## src/rtl/smbus_pec_pkg.sv

```systemverilog
package smbus_pec_pkg;
  localparam int unsigned PEC_W    = 8;
  localparam logic [7:0]  PEC_POLY = 8'h07;
  localparam logic [7:0]  PEC_INIT = 8'h00;

  typedef enum logic {
    BUS_IDLE = 1'b0,
    BUS_XFER = 1'b1
  } bus_state_e;
endpackage

```

## src/rtl/pec_crc_step.sv

```systemverilog
module pec_crc_step #(
  parameter int unsigned W    = 8,
  parameter logic [W-1:0] POLY = 8'h07
) (
  input  logic [W-1:0] crc_in,
  input  logic [W-1:0] data_in,
  output logic [W-1:0] crc_out
);
  logic [W-1:0] chain [0:W];

  assign chain[0] = crc_in;

  for (genvar i = 0; i < W; i++) begin : g_bit
    logic fb;
    assign fb           = chain[i][W-1] ^ data_in[W-1-i];
    assign chain[i+1]   = {chain[i][W-2:0], 1'b0} ^ ({W{fb}} & POLY);
  end

  assign crc_out = chain[W];
endmodule

```

## src/rtl/pec_crc_reg.sv

```systemverilog
module pec_crc_reg #(
  parameter int unsigned W    = 8,
  parameter logic [W-1:0] POLY = 8'h07,
  parameter logic [W-1:0] INIT = 8'h00
) (
  input  logic         clk,
  input  logic         rst,
  input  logic         en,
  input  logic         clear,
  input  logic         fold,
  input  logic [W-1:0] data,
  output logic [W-1:0] crc_q
);
  logic [W-1:0] crc_nxt;

  pec_crc_step #(.W(W), .POLY(POLY)) i_step (
    .crc_in  (crc_q),
    .data_in (data),
    .crc_out (crc_nxt)
  );

  always_ff @(posedge clk) begin
    if (rst || !en || clear) crc_q <= INIT;
    else if (fold)           crc_q <= crc_nxt;
  end
endmodule

```

## src/rtl/pec_capture.sv

```systemverilog
module pec_capture #(
  parameter int unsigned W = 8
) (
  input  logic         clk,
  input  logic         rst,
  input  logic         en,
  input  logic         accept,
  input  logic         byte_vld,
  input  logic [W-1:0] byte_data,
  input  logic         pec_req,
  output logic         hold_vld,
  output logic [W-1:0] hold_data,
  output logic         hold_ontime
);
  always_ff @(posedge clk) begin
    if (rst || !en) begin
      hold_vld    <= 1'b0;
      hold_data   <= '0;
      hold_ontime <= 1'b0;
    end else begin
      hold_vld <= byte_vld && accept;
      if (byte_vld && accept) begin
        hold_data   <= byte_data;
        hold_ontime <= pec_req;
      end
    end
  end
endmodule

```

## src/rtl/pec_judge.sv

```systemverilog
module pec_judge (
  input  logic clk,
  input  logic rst,
  input  logic en,
  input  logic hold_vld,
  input  logic is_pec,
  input  logic ontime,
  input  logic match,
  input  logic ack_en,
  input  logic role_slave,
  input  logic err_clr,
  output logic ack_vld,
  output logic ack_out,
  output logic pec_err
);
  logic err_set;

  assign err_set = hold_vld && is_pec && !match && (!role_slave || ontime);

  always_ff @(posedge clk) begin
    if (rst || !en) begin
      ack_vld <= 1'b0;
      ack_out <= 1'b0;
      pec_err <= 1'b0;
    end else begin
      ack_vld <= hold_vld;
      ack_out <= hold_vld && ack_en && (!is_pec || match);
      if (err_set)      pec_err <= 1'b1;
      else if (err_clr) pec_err <= 1'b0;
    end
  end

  // a clear pulse with no new error empties the flag
  a_r8_clear_works: assert property (@(posedge clk) disable iff (rst)
    en && err_clr && !hold_vld |=> !pec_err);
endmodule

```

## src/rtl/smbus_pec_rx.sv

```systemverilog
module smbus_pec_rx
  import smbus_pec_pkg::*;
#(
  parameter int unsigned    W    = PEC_W,
  parameter logic [W-1:0]   POLY = PEC_POLY,
  parameter logic [W-1:0]   INIT = PEC_INIT
) (
  input  logic         clk,
  input  logic         rst,
  input  logic         en,
  input  logic         start_i,
  input  logic         stop_i,
  input  logic         role_slave,
  input  logic         ack_en,
  input  logic         pec_req,
  input  logic         err_clr,
  input  logic         byte_vld,
  input  logic [W-1:0] byte_data,
  output logic         ack_vld,
  output logic         ack_out,
  output logic [W-1:0] pec_val,
  output logic         pec_err
);
  bus_state_e   bus_q;
  logic         accept;
  logic         hold_vld;
  logic [W-1:0] hold_data;
  logic         hold_ontime;
  logic         is_pec;
  logic         match;
  logic         fold;

  always_ff @(posedge clk) begin
    if (rst || !en)   bus_q <= BUS_IDLE;
    else if (start_i) bus_q <= BUS_XFER;
    else if (stop_i)  bus_q <= BUS_IDLE;
  end

  assign accept = (bus_q == BUS_XFER) && !start_i && !stop_i;
  assign is_pec = hold_ontime || pec_req;
  assign match  = (hold_data == pec_val);
  assign fold   = hold_vld && !is_pec;

  pec_capture #(.W(W)) i_cap (
    .clk         (clk),
    .rst         (rst),
    .en          (en),
    .accept      (accept),
    .byte_vld    (byte_vld),
    .byte_data   (byte_data),
    .pec_req     (pec_req),
    .hold_vld    (hold_vld),
    .hold_data   (hold_data),
    .hold_ontime (hold_ontime)
  );

  pec_crc_reg #(.W(W), .POLY(POLY), .INIT(INIT)) i_crc (
    .clk   (clk),
    .rst   (rst),
    .en    (en),
    .clear (start_i),
    .fold  (fold),
    .data  (hold_data),
    .crc_q (pec_val)
  );

  pec_judge i_judge (
    .clk        (clk),
    .rst        (rst),
    .en         (en),
    .hold_vld   (hold_vld),
    .is_pec     (is_pec),
    .ontime     (hold_ontime),
    .match      (match),
    .ack_en     (ack_en),
    .role_slave (role_slave),
    .err_clr    (err_clr),
    .ack_vld    (ack_vld),
    .ack_out    (ack_out),
    .pec_err    (pec_err)
  );

  a_r2_start_clears: assert property (@(posedge clk) disable iff (rst)
    en && start_i |=> pec_val == INIT);

  a_r4_ack_gated: assert property (@(posedge clk) disable iff (rst)
    !ack_en |=> !ack_out);

  a_r5_mismatch_nack: assert property (@(posedge clk) disable iff (rst)
    en && hold_vld && is_pec && (hold_data != pec_val) |=> ack_vld && !ack_out);

  a_r6_slave_late_quiet: assert property (@(posedge clk) disable iff (rst)
    en && hold_vld && role_slave && !hold_ontime && !pec_err |=> !pec_err);

  a_r7_pec_freeze: assert property (@(posedge clk) disable iff (rst)
    en && hold_vld && is_pec && !start_i |=> $stable(pec_val));

  a_r9_disable_clears: assert property (@(posedge clk) disable iff (rst)
    !en |=> !pec_err && !ack_vld && (pec_val == INIT));

  a_r11_idle_no_decision: assert property (@(posedge clk) disable iff (rst)
    (bus_q == BUS_IDLE) && !start_i |=> !hold_vld);
endmodule

```

## config.mk

```make
export PLATFORM = sky130hd
export DESIGN_NAME = smbus_pec_rx
export DESIGN_NICKNAME = d
export VERILOG_FILES = /design/src/rtl/smbus_pec_pkg.sv /design/src/rtl/pec_crc_step.sv /design/src/rtl/pec_crc_reg.sv /design/src/rtl/pec_capture.sv /design/src/rtl/pec_judge.sv /design/src/rtl/smbus_pec_rx.sv
export SDC_FILE = /design/constraint.sdc
export NUM_CORES = 1
export LEC_CHECK = 0
export ABC_AREA = 0
export BUFFER_PORTS_ARGS = -buffer_cell sky130_fd_sc_hd__buf_2
export CORE_ASPECT_RATIO = 1.2
export CORE_MARGIN = 8
export CORE_UTILIZATION = 52
export CTS_BUF_LIST = sky130_fd_sc_hd__clkbuf_8
export CTS_CLUSTER_SIZE = 20
export DETAILED_ROUTE_END_ITERATION = 10
export GPL_TIMING_DRIVEN = 0
export PLACE_DENSITY = 0.84
export SLEW_MARGIN = 30
export SYNTH_ARGS = -nofsm -noshare
export SYNTH_HDL_FRONTEND = slang
export SYNTH_SLANG_ARGS = --single-unit
export TNS_END_PERCENT = 20
```

## constraint.sdc

```tcl
create_clock -name clk -period 1.8 [get_ports clk]
set_input_delay 0.18 -clock clk [delete_from_list [all_inputs] [get_ports clk]]
set_output_delay 0.18 -clock clk [all_outputs]
set_load 0.1 [all_outputs]
```

==> flow_summary.yaml <==
floorplan:
  die_y_um: 66.6
  row_count: 18
  die_area_um2: 3870
  ios: 29
  start_util: 0.546
  die_w_um: 58.1
  coreArea_um2: 2030
power_and_ir_drop:
  p_comb_frac: 0.044
  vdd_drop_max_v: 0.000618
  p_seq_frac: 0.494
  power.internal_w: 0.000805
  power_density_nw_per_um2: 727
  netSwitchingPower_w: 0.000181
  p_leak_nw: 0.576
  clockPowerShare: 0.462
  switching_share: 0.184
timing:
  timing.final.max_slew_violations: 0
  rsz0062_at_grt: "no"
  timing.final.crit_share: 0.936
  relSlewSlack: 0.621
  hold_viol: 0
  fmax_ghz: 0.594
  worstMarginPinSlew_ps: 565
  skew_ps: 2.79
  fin_ws_ps: 116
  finalSetupViolCount: 0
  fin_crit_ps: 1680
cts:
  ctsResizeCount: 0
  htree_levels: 1
  cts_sinks: 22
  cts_root_buffer: "clkbuf_8"
  cts_buffers: 3
  cts_tree: "built"
  cts_buffer_depth: 2
  clk_latency_ps: 260
  hold_buffers: 0
  post_cts_buffers: 0
  path_clk_slew_ps: 80
worst_setup_path:
  r2r_setup_slack_ps: 120
  required_ps: 1990
  crit_slowest_cell: "xnor3_1"
  crit_type: "flop to flop"
  worstReg2RegEnd: "i_crc.crc_q[2]$_SDFFE_PP0P_"
  critPathCapture: "i_crc.crc_q[2]$_SDFFE_PP0P_"
  path_cells: "xnor2_2, xnor3_1, or3_1, a21oi_1"
  end_kind: "flop"
  arrival_ps: 1880
  timing.rr.start: "i_crc.crc_q[6]$_SDFFE_PP0P_"
  reg2regPathDepth: 4
  max_stage_delay_ps: 480
  crit_path_start_kind: "flop"
  crit_start: "i_crc.crc_q[6]$_SDFFE_PP0P_"
  path_max_fanout: 4
detailed_routing:
  ant_nets: 0
  wl_per_cell_um: 14.9
  via_per_inst: 5.50
  vias: 957
  dr.pass1.iters: 4
  drcViolationCount: 0
  detail_route.iter0.violations: 20
  wl_um: 2590
synthesis:
  synthArstFlopShare: 0
  synth_edf_count: 0
  synth_fp_nets: 143
  synth-seq-area-share: 0.398
  synth.distinct_cells: 23
  synth_cells: 122
  ys.flop_type: "dfxtp_1"
  ys_warn_count: 0
  avgSynthCellArea_um2: 9.08
  synth.cell_area_um2: 1110
  synth-seq-cells: 22
global_routing:
  overflow: 0
  grt_start_max_net_pins: 14
  grt_pass1_vias: 946
  antenna_found_initial: 0
  grt_use_total: 0.137
  grt_pass1_wl_um: 4060
cells_and_area:
  drive_above_1_share: 0.286
  final_cell_area_um2: 1360
  final_util: 0.669
  insertedDiodeCount: 0
  nets: 176
  final_cells: 174
  area_growth_pct: 22.5
placed_design:
  gp_congestion: 0.804
  placedCellCount: 170
  dpl_cell_area_um2: 1280
  hpwl_um: 1950
  portBuffers: 28
  pre_cts_ws_ps: 118
hold_path:
  hold_path.class: "input port to flop"
status:
  status: "completed"
flow_run:
  cap_violations: 0
## power by group through the flow
stage	Combinational, W	Sequential [W]	Clock, W
6_report	0.0000432	0.000487	0.000456
5_1_grt	0.0000472	0.000487	0.000479
4_1_cts	0.0000433	0.000487	0.000464
3_5_place_dp	0.0000428	0.000499	0
3_3_place_gp	0.0000411	0.000498	0
2_1_floorplan	0.0000181	0.000499	0
## cell usage after synthesis (all sizes together), types with 3 or more instances
master	count	area share
xnor3	4	0.081
ha	3	0.034
nor2	8	0.027
dfxtp	22	0.40
xnor2	10	0.093
o21ai	4	0.018
or3	4	0.023
inv	4	0.014
nand2	25	0.085
clkbuf	4	0.014
nand3b	3	0.020
a21oi	18	0.081
## routing by layer
metal  GRT usage  up-vias  wire (um)
met5           0        -          0
met4      0.0706        0         39
met3      0.0405        5        116
met2       0.258       21       1450
met1       0.130      456        987
li1            -      475          -
## cells by family (layout without fill, tap and decap cells)
| group | count (synthesis) | count (layout) | synth area share |
|---|---|---|---|
| AND/OR/NAND/NOR | 48 | 48 | 0.201 |
| AO/OA/AOI/OAI | 25 | 25 | 0.123 |
| flip-flops | 22 | 22 | 0.398 |
| XOR/XNOR | 16 | 16 | 0.217 |
| buffers and inverters | 8 | 40 | 0.0271 |
| adder cells (fa/ha/maj) | 3 | 3 | 0.0339 |
## final cells by class
class	count	area (um2)
sequential	22	453
clock buffer	3	41.3
tap	20	25.0
multi-input combinational	92	637
buffer	4	15.0
clock inverter	1	30.0
timing repair buffer	28	140
inverter	4	15.0
fill	180	671
## sequential cells by signal, summed over array words and instances (netlist names)
| register | count |
|---|---|
| bus_q | 1 |
| i_cap.hold_vld | 1 |
| i_judge.ack_out | 1 |
| i_cap.hold_data | 8 |
| i_crc.crc_q | 8 |
| i_judge.ack_vld | 1 |
| i_cap.hold_ontime | 1 |
| i_judge.pec_err | 1 |
## cells in the final DEF, fill, tap and decap left out, types with 3 or more instances in the layout
| master | n |
|---|---|
| buf_2 | 28 |
| nand2_1 | 25 |
| a21oi_1 | 18 |
| dfxtp_1 | 14 |
| xnor2_1 | 8 |
| nor2_1 | 8 |
| dfxtp_2 | 7 |
| clkbuf_1 | 4 |
| inv_1 | 4 |
| xnor3_1 | 4 |
| o21ai_0 | 4 |
| or3_1 | 4 |
| nand3b_1 | 3 |
| ha_1 | 3 |
| clkbuf_8 | 3 |
## worst max-delay path: cells and delay by family, from the launching register on
kind	cells	cell delay [ps]
AOI/OAI and AO/OA	1	140
DFF	1	360
and+or+nand+nor	1	320
xor gates and xnor gates	2	800
## how the worst min path moves through the flow
stage                             from                              end  slack [ps]  cells past startpoint
after CTS                 byte_data[3]  i_cap.hold_data[3]$_SDFFE_PP0P_         140                      3
after global routing      byte_data[4]  i_cap.hold_data[4]$_SDFFE_PP0P_         140                      3
after detailed placement  byte_data[3]  i_cap.hold_data[3]$_SDFFE_PP0P_         430                      3
after global placement          ack_en       i_judge.ack_out$_SDFF_PP0_         410                      2
after floorplan                start_i               bus_q$_SDFFE_PP0P_         300                      2
final                     byte_data[4]  i_cap.hold_data[4]$_SDFFE_PP0P_         150                      3
## through the flow
| stage | hold slack, ps | TNS (ps) | total power, W |
|---|---|---|---|
| 2_1_floorplan | 301 | -5.76 | 0.000517 |
| 3_3_place_gp | 406 | 0 | 0.000540 |
| 3_5_place_dp | 430 | 0 | 0.000541 |
| 4_1_cts | 144 | 0 | 0.000994 |
| 5_1_grt | 140 | 0 | 0.00101 |
| 6_report | 148 | 0 | 0.000986 |
No activity file was read; power rests on OpenSTA's default activity.
